`src/rtl/hz_pkg.sv`:
```
package hz_pkg;

    localparam int unsigned REG_AW      = 5;
    localparam int unsigned NUM_SRC     = 2;
    // execute and memory are the only stages whose result is not yet visible
    localparam int unsigned TRACK_DEPTH = 2;
    localparam int unsigned EX_SLOT     = 0;

    typedef logic [REG_AW-1:0] reg_id_t;

    typedef struct packed {
        logic    live;
        logic    wr;
        logic    ld;
        reg_id_t rd;
    } prod_tag_t;

    typedef struct packed {
        logic    use_it;
        reg_id_t id;
    } src_ref_t;

    typedef enum logic {
        POL_INTERLOCK = 1'b0,
        POL_BYPASS    = 1'b1
    } policy_e;

    localparam prod_tag_t EMPTY_TAG = '{live: 1'b0, wr: 1'b0, ld: 1'b0, rd: '0};

    function automatic logic writes_reg(prod_tag_t t);
        return t.live && t.wr && (t.rd != '0);
    endfunction

    function automatic logic src_hits(src_ref_t s, prod_tag_t t);
        return s.use_it && (s.id != '0) && writes_reg(t) && (s.id == t.rd);
    endfunction

endpackage

```
`src/rtl/hz_track.sv`:
```
module hz_track
    import hz_pkg::*;
#(
    parameter int unsigned DEPTH = TRACK_DEPTH
) (
    input  logic                  clk,
    input  logic                  rst,
    input  logic                  freeze,
    input  logic                  inject_bubble,
    input  prod_tag_t             id_tag,
    output prod_tag_t [DEPTH-1:0] stage_q
);

    for (genvar k = 0; k < DEPTH; k++) begin : g_stage
        prod_tag_t nxt;
        if (k == 0) begin : g_head
            always_comb nxt = inject_bubble ? EMPTY_TAG : id_tag;
        end else begin : g_body
            always_comb nxt = stage_q[k-1];
        end

        always_ff @(posedge clk) begin
            if (rst) begin
                stage_q[k] <= EMPTY_TAG;
            end else if (!freeze) begin
                stage_q[k] <= nxt;
            end
        end
    end

endmodule

```
`src/rtl/hz_src_cmp.sv`:
```
module hz_src_cmp
    import hz_pkg::*;
#(
    parameter int unsigned DEPTH = TRACK_DEPTH
) (
    input  src_ref_t              src,
    input  prod_tag_t [DEPTH-1:0] stages,
    output logic      [DEPTH-1:0] hit
);

    for (genvar k = 0; k < DEPTH; k++) begin : g_cmp
        assign hit[k] = src_hits(src, stages[k]);
    end

endmodule

```
`src/rtl/hz_policy.sv`:
```
module hz_policy
    import hz_pkg::*;
#(
    parameter int unsigned DEPTH = TRACK_DEPTH,
    parameter int unsigned NSRC  = NUM_SRC
) (
    input  policy_e                          policy,
    input  logic                             slot_valid,
    input  prod_tag_t [DEPTH-1:0]            stages,
    input  logic      [NSRC-1:0][DEPTH-1:0]  hits,
    output logic                             data_stall
);

    logic [NSRC-1:0] any_hit;
    logic [NSRC-1:0] load_use;

    for (genvar s = 0; s < NSRC; s++) begin : g_src
        assign any_hit[s]  = |hits[s];
        assign load_use[s] = hits[s][EX_SLOT] && stages[EX_SLOT].ld;
    end

    always_comb begin
        data_stall = 1'b0;
        if (slot_valid) begin
            unique case (policy)
                POL_INTERLOCK: data_stall = |any_hit;
                POL_BYPASS:    data_stall = |load_use;
                default:       data_stall = 1'b0;
            endcase
        end
    end

endmodule

```
`src/rtl/hz_interlock.sv`:
```
module hz_interlock
    import hz_pkg::*;
(
    input  logic              clk,
    input  logic              rst,
    input  logic              fwd_en,
    input  logic              global_stall,
    input  logic              id_valid,
    input  logic [REG_AW-1:0] id_rs1,
    input  logic              id_rs1_use,
    input  logic [REG_AW-1:0] id_rs2,
    input  logic              id_rs2_use,
    input  logic [REG_AW-1:0] id_rd,
    input  logic              id_rd_we,
    input  logic              id_is_load,
    output logic              pc_hold,
    output logic              ifid_hold,
    output logic              idex_bubble
);

    prod_tag_t                             id_tag;
    prod_tag_t [TRACK_DEPTH-1:0]           stages;
    src_ref_t  [NUM_SRC-1:0]               srcs;
    logic      [NUM_SRC-1:0][TRACK_DEPTH-1:0] hits;
    logic                                  data_stall;
    logic                                  inject;
    policy_e                               policy;

    assign policy = fwd_en ? POL_BYPASS : POL_INTERLOCK;

    assign id_tag = '{live: id_valid, wr: id_rd_we, ld: id_is_load, rd: id_rd};

    assign srcs[0] = '{use_it: id_rs1_use, id: id_rs1};
    assign srcs[1] = '{use_it: id_rs2_use, id: id_rs2};

    for (genvar s = 0; s < NUM_SRC; s++) begin : g_cmp
        hz_src_cmp #(.DEPTH(TRACK_DEPTH)) u_cmp (
            .src    (srcs[s]),
            .stages (stages),
            .hit    (hits[s])
        );
    end

    hz_policy #(.DEPTH(TRACK_DEPTH), .NSRC(NUM_SRC)) u_policy (
        .policy     (policy),
        .slot_valid (id_valid),
        .stages     (stages),
        .hits       (hits),
        .data_stall (data_stall)
    );

    assign inject = data_stall && !global_stall;

    hz_track #(.DEPTH(TRACK_DEPTH)) u_track (
        .clk           (clk),
        .rst           (rst),
        .freeze        (global_stall),
        .inject_bubble (inject),
        .id_tag        (id_tag),
        .stage_q       (stages)
    );

    assign pc_hold     = data_stall || global_stall;
    assign ifid_hold   = data_stall || global_stall;
    assign idex_bubble = inject;

endmodule

```
`config.mk`:
```
export PLATFORM = sky130hd
export DESIGN_NAME = hz_interlock
export DESIGN_NICKNAME = d
export VERILOG_FILES = /design/src/rtl/hz_pkg.sv /design/src/rtl/hz_track.sv /design/src/rtl/hz_src_cmp.sv /design/src/rtl/hz_policy.sv /design/src/rtl/hz_interlock.sv
export SDC_FILE = /design/constraint.sdc
export NUM_CORES = 1
export LEC_CHECK = 0
export ABC_AREA = 1
export BUFFER_PORTS_ARGS = -buffer_cell sky130_fd_sc_hd__buf_2
export CORE_MARGIN = 2
export CORE_UTILIZATION = 54
export DETAILED_ROUTE_END_ITERATION = 8
export PLACE_DENSITY_LB_ADDON = 0.2
export SYNTH_ARGS = -nofsm -noshare
export SYNTH_HDL_FRONTEND = slang
export SYNTH_SLANG_ARGS = --single-unit
export TNS_END_PERCENT = 10
```
`constraint.sdc`:
```
create_clock -name clk -period 3.4 [get_ports clk]
set_input_delay 0.68 -clock clk [delete_from_list [all_inputs] [get_ports clk]]
set_output_delay 0.68 -clock clk [all_outputs]
set_load 0.01 [all_outputs]
```
== Word-level counts from Yosys, hierarchy flattened ==
Index checks and enable logic that the tools add are counted.

* Input bits: 24
* Register bits: 15
* Logic and storage cells: 41

* Equal/unequal tests: 4
* Reduce and logical (&&, ||, !) cells: 25
* Bitwise logic cells: 1
* Muxes and demuxes: 4

{| class="wikitable"
|+ Operator list
! cell !! number
|-
| 5-bit == test || 4
|-
| 5-bit nonzero test || 4
|-
| 1-bit logical AND || 17
|-
| 8-bit 2-to-1 mux || 1
|-
| 4-bit OR reduction || 1
|-
| 1-bit 2-to-1 mux || 2
|-
| 1-bit one-hot mux with 2 select lines || 1
|-
| 2-bit OR reduction || 1
|-
| 1-bit logical NOT || 1
|-
| 1-bit logical OR || 1
|-
| 1-bit NOT || 1
|}

== Depth between registers and ports, before layout ==
* Depth in word-level cells: 10
* Depth in mapped cells: 12
* Gate-level depth less buffers: 12

== Hierarchy ==
A second synthesis with hierarchy kept.

* Cell total of the unflattened synthesis: 217
* Area total of the unflattened synthesis: 1234.9 µm²

{| class="wikitable"
|+ Modules (own cells, without submodules)
! module !! area each (µm²) !! instances !! cells an instance
|-
| hz_track || 650.6 || 1 || 70
|-
| hz_src_cmp || 259.0 || 2 || 66
|-
| hz_policy || 43.8 || 1 || 10
|-
| hz_interlock || 22.5 || 1 || 5
|}

== Least setup slack after synthesis ==
OpenSTA, ideal clock, no wires.

* Kind: in2out
* Start point: input id_rs1[2]
* End point: output pc_hold
* Stages: 11
* Required time: 2720 ps
* Arrival: 1528 ps
* Slack: 1192 ps
* Path through: nor2_1 -> nand3b_1 -> nand2_1 -> inv_1 -> nand3_1 -> nand2_1 -> nand2_1 -> nand2_1 -> nand2_4 -> nand2_1 -> buf_4

* Word-level cells in the longest chain between the ends: 9
* Elaborated cells on any way between the ends: 14

{| class="wikitable"
|+ Ends and longest elaborated chain
! what !! line !! text
|-
| start: declaration || hz_interlock.sv:9 || <nowiki>input logic [REG_AW-1:0] id_rs1,</nowiki>
|-
| 5-bit nonzero test || hz_pkg.sv:35 || <nowiki>return s.use_it && (s.id != '0) && writes_reg(t) && (s.id == t.rd);</nowiki>
|-
| 1-bit logical AND (3 in series) || hz_pkg.sv:35 ||
|-
| 1-bit logical AND || hz_policy.sv:19 || <nowiki>assign load_use[s] = hits[s][EX_SLOT] && stages[EX_SLOT].ld;</nowiki>
|-
| 2-bit OR reduction || hz_policy.sv:27 || <nowiki>POL_BYPASS: data_stall = |load_use;</nowiki>
|-
| 1-bit one-hot mux with 2 select lines * || hz_policy.sv:25 || <nowiki>unique case (policy)</nowiki>
|-
| 1-bit 2-to-1 mux * || hz_policy.sv:24 || <nowiki>if (slot_valid) begin</nowiki>
|-
| 1-bit logical OR * || - ||
|-
| end: declaration || hz_interlock.sv:16 || <nowiki>output logic pc_hold,</nowiki>
|}

Every way passes the cells marked *; elsewhere a longest branch is shown, timed or not.

== Final worst setup path ==
* Start point: input id_rs2[0]
* End point: output ifid_hold

* Word-level cells in the longest chain between the ends: 9
* Elaborated cells on any way between the ends: 14

{| class="wikitable"
|+ Ends and longest elaborated chain
! what !! line !! text
|-
| start: declaration || hz_interlock.sv:11 || <nowiki>input logic [REG_AW-1:0] id_rs2,</nowiki>
|-
| 5-bit nonzero test || hz_pkg.sv:35 ||
|-
| 1-bit logical AND (3 in series) || hz_pkg.sv:35 ||
|-
| 1-bit logical AND || hz_policy.sv:19 ||
|-
| 2-bit OR reduction || hz_policy.sv:27 ||
|-
| 1-bit one-hot mux with 2 select lines * || hz_policy.sv:25 ||
|-
| 1-bit 2-to-1 mux * || hz_policy.sv:24 ||
|-
| 1-bit logical OR * || hz_interlock.sv:64 || <nowiki>assign ifid_hold = data_stall || global_stall;</nowiki>
|-
| end: declaration || hz_interlock.sv:17 || <nowiki>output logic ifid_hold,</nowiki>
|}

Marked as above.

==> out/qor.yml <==
worst_setup_path:
  worstSetupEndpointType: "output pin"
  critPathArrivalTime_ns: 1.74
  worstSetupPathType: "primary input to output pin"
  crit_path_start_kind: "primary input"
  crit_fanout: 10
  required_ns: 2.72
global_routing:
  antenna_found_initial: 0
  grt_max_degree: 20
  overflow: 0
  grt_pass1_vias: 748
  track_usage_pct: 22.00
  grt_pass1_wl_um: 3222
clock_network:
  cts.sinks: 15
  post_cts_buffers: 0
  clkTransAtPathRegs_ns: 0.08
  ctsHoldBuffers: 0
  cts.htree.levels: 1
  cts_root_buf: "clkbuf_4"
  clk_path_buf_depth: 2
  numCtsBuffers: 3
  clk_latency_ns: 0.28
  cts_tree: "built"
  post_cts_resized: 0
yosys:
  syn_nets: 167
  synth-edff-count: 0
  syn_inst: 143
  synth_ff_type: "dfxtp_1"
  yosysTopAreaCellShare_pct: 32.17
  synth_largest_area_cell: "dfxtp_1"
  synth_cell_type_count: 17
  ys_warn_count: 0
  avgSynthCellArea_um2: 6.527
  synth_seq_area_share_pct: 32.17
  syn_area_um2: 933.4
  synthTopCellsByArea: "dfxtp_1 32%, nand2_1 18%, xnor2_1 8.4%"
  synth_seq_cells: 15
  async_flop_share_pct: 0
detailed_routing:
  postRouteAntennaNets: 0
  drt_drc_violations_left: 0
  drt_iter0_drc: 29
  routed_wl_um: 2170
  viasPerCell: 5.108
  vias: 945
  wl_per_cell_um: 11.73
  dr.pass1.iters: 4
layout:
  fill_cells: 171
  final_nets: 193
  drive_gt1_share_pct: 18.45
  diodes: 0
  regMostFlops: "u_track.stage_q"
  final_area_mm2: 0.001085
  largest_reg_flops: 15
  top_regs: "u_track.stage_q x15"
  area_growth_pct: 16.22
power_and_ir_drop:
  p_sw_mw: 0.1060
  p_leak_nw: 0.5423
  clkPwrFrac_pct: 27.0
  pwr_density_cell_mw_per_mm2: 340.7
  p_seq_share_pct: 52.7
  ir_worst_vdd_mv: 0.2756
  comb_power_share_pct: 20.3
  p_int_mw: 0.2636
  swShare_pct: 28.68
die:
  die_area_mm2: 0.002077
  coreArea_mm2: 0.001670
  placementRows: 15
  initial_core_util_pct: 55.88
  dieHeight_um: 45.58
  io_pins: 27
  fp.dieW_um: 45.58
sta:
  clock-skew-final_ns: 0.001898
  slew_headroom_pct: 73.21
  period_minus_slack_ns: 2.423
  setup_viol: 0
  setup_ws_ns: 0.9767
  hold_viol: 0
  fmax_mhz: 412.7
  rsz0062_at_grt: "no"
  fin_setup_tns_ns: 0
  maxSlewViolCount: 0
  worst_pin_slew_ns: 0.4014
  period_share_pct: 71.27
job:
  drv_cap: 0
place:
  port_buffers: 26
  dpl_cell_area_mm2: 0.001059
  place_congestion: 0.8226
  dp_hpwl_um: 1667
  dp_slack_ns: 0.9893
worst_hold_path:
  hp-class: "flop to flop"
status:
  status: "completed"
[Yosys cell counts (2+ instances only)]
cell type  instances
a211oi_1           2
nand3_1           14
clkbuf_1           3
dfxtp_1           15
xnor2_1            9
nand2_1           45
inv_1             12
a21oi_1           12
buf_4              2
xor2_1             7
nor2_1            16
[stage by stage]
step	hold WS, ns	utilization, %	total power [mW]	cells
5_1_grt	0.4974	64.94	0.3904	185
3_5_place_dp	0.4631	63.37	0.2736	181
4_1_cts	0.4762	64.94	0.3713	185
3_3_place_gp	0.4466	63.37	0.2706	181
2_1_floorplan	0.4309	-	0.2443	143
6_report	0.4755	64.94	0.3696	185
[cells in the final DEF, fill, tap and decap left out]
cell type,count
clkbuf_1,1
nand3_1,14
nor3_1,1
buf_2,26
xor2_1,7
inv_1,12
a211oi_1,2
dfxtp_1,15
nor2_1,16
nand4_1,1
a21oi_2,1
nand3b_1,1
clkbuf_4,3
nand2_1,45
a21oi_1,12
nand2_4,1
xnor2_1,9
o2111ai_1,1
[critical path, cell delays in order]
cell	delay, ns
buf_2	0.13
nor2_1	0.12
nand3_1	0.08
nand2_1	0.07
inv_1	0.06
nand3_1	0.07
nand2_1	0.06
nand2_1	0.06
nand2_1	0.08
nand2_4	0.12
nand2_1	0.07
buf_2	0.15
[worst paths after layout]
path / slack, ns / to / startpoint / cells after the start
hold reg to reg: 0.48 / u_track.stage_q[14] / u_track.stage_q[14] / 2
setup reg to reg: 1.93 / u_track.stage_q[7] / u_track.stage_q[4] / 10
setup / recovery: 0.98 / ifid_hold / id_rs2[0] / 12
hold / removal: 0.48 / u_track.stage_q[14] / u_track.stage_q[14] / 2
[cell families after synthesis]
| group | count (synthesis) | synth area share, % |
|---|---|---|
| XOR/XNOR | 16 | 15.01 |
| AND/OR/NAND/NOR | 79 | 35.26 |
| AO/OA/AOI/OAI | 16 | 9.920 |
| flip-flops | 15 | 32.17 |
| buffers and inverters | 17 | 7.640 |
[routing by layer]
metal | up-vias | wire length (µm) | global-route usage, %
met4 | 0 | 28 | 8.824
met2 | 27 | 1036 | 36.06
li1 | 500 | - | -
met3 | 4 | 89 | 3.571
met1 | 414 | 1016 | 28.47
met5 | - | 0 | 0
[power by group through the flow]
stage | Sequential, mW | Clock (mW) | Combinational, mW
final | 0.195 | 0.0999 | 0.0749
after global routing | 0.196 | 0.110 | 0.0840
after CTS | 0.195 | 0.102 | 0.0750
after detailed placement | 0.199 | 0 | 0.0745
after global placement | 0.199 | 0 | 0.0720
after floorplan | 0.195 | 0 | 0.0489
[area by class of cell]
cell class / count / area, µm² / share of cell area, %
Sequential cell: 15 / 300.3 / 27.68
Clock buffer: 4 / 26.28 / 2.422
Inverter: 12 / 45.04 / 4.152
Timing Repair Buffer: 26 / 130.1 / 12.00
Tap cell: 17 / 21.27 / 1.961
Multi-Input combinational cell: 111 / 561.8 / 51.79
No activity file was read; power rests on OpenSTA's default activity.
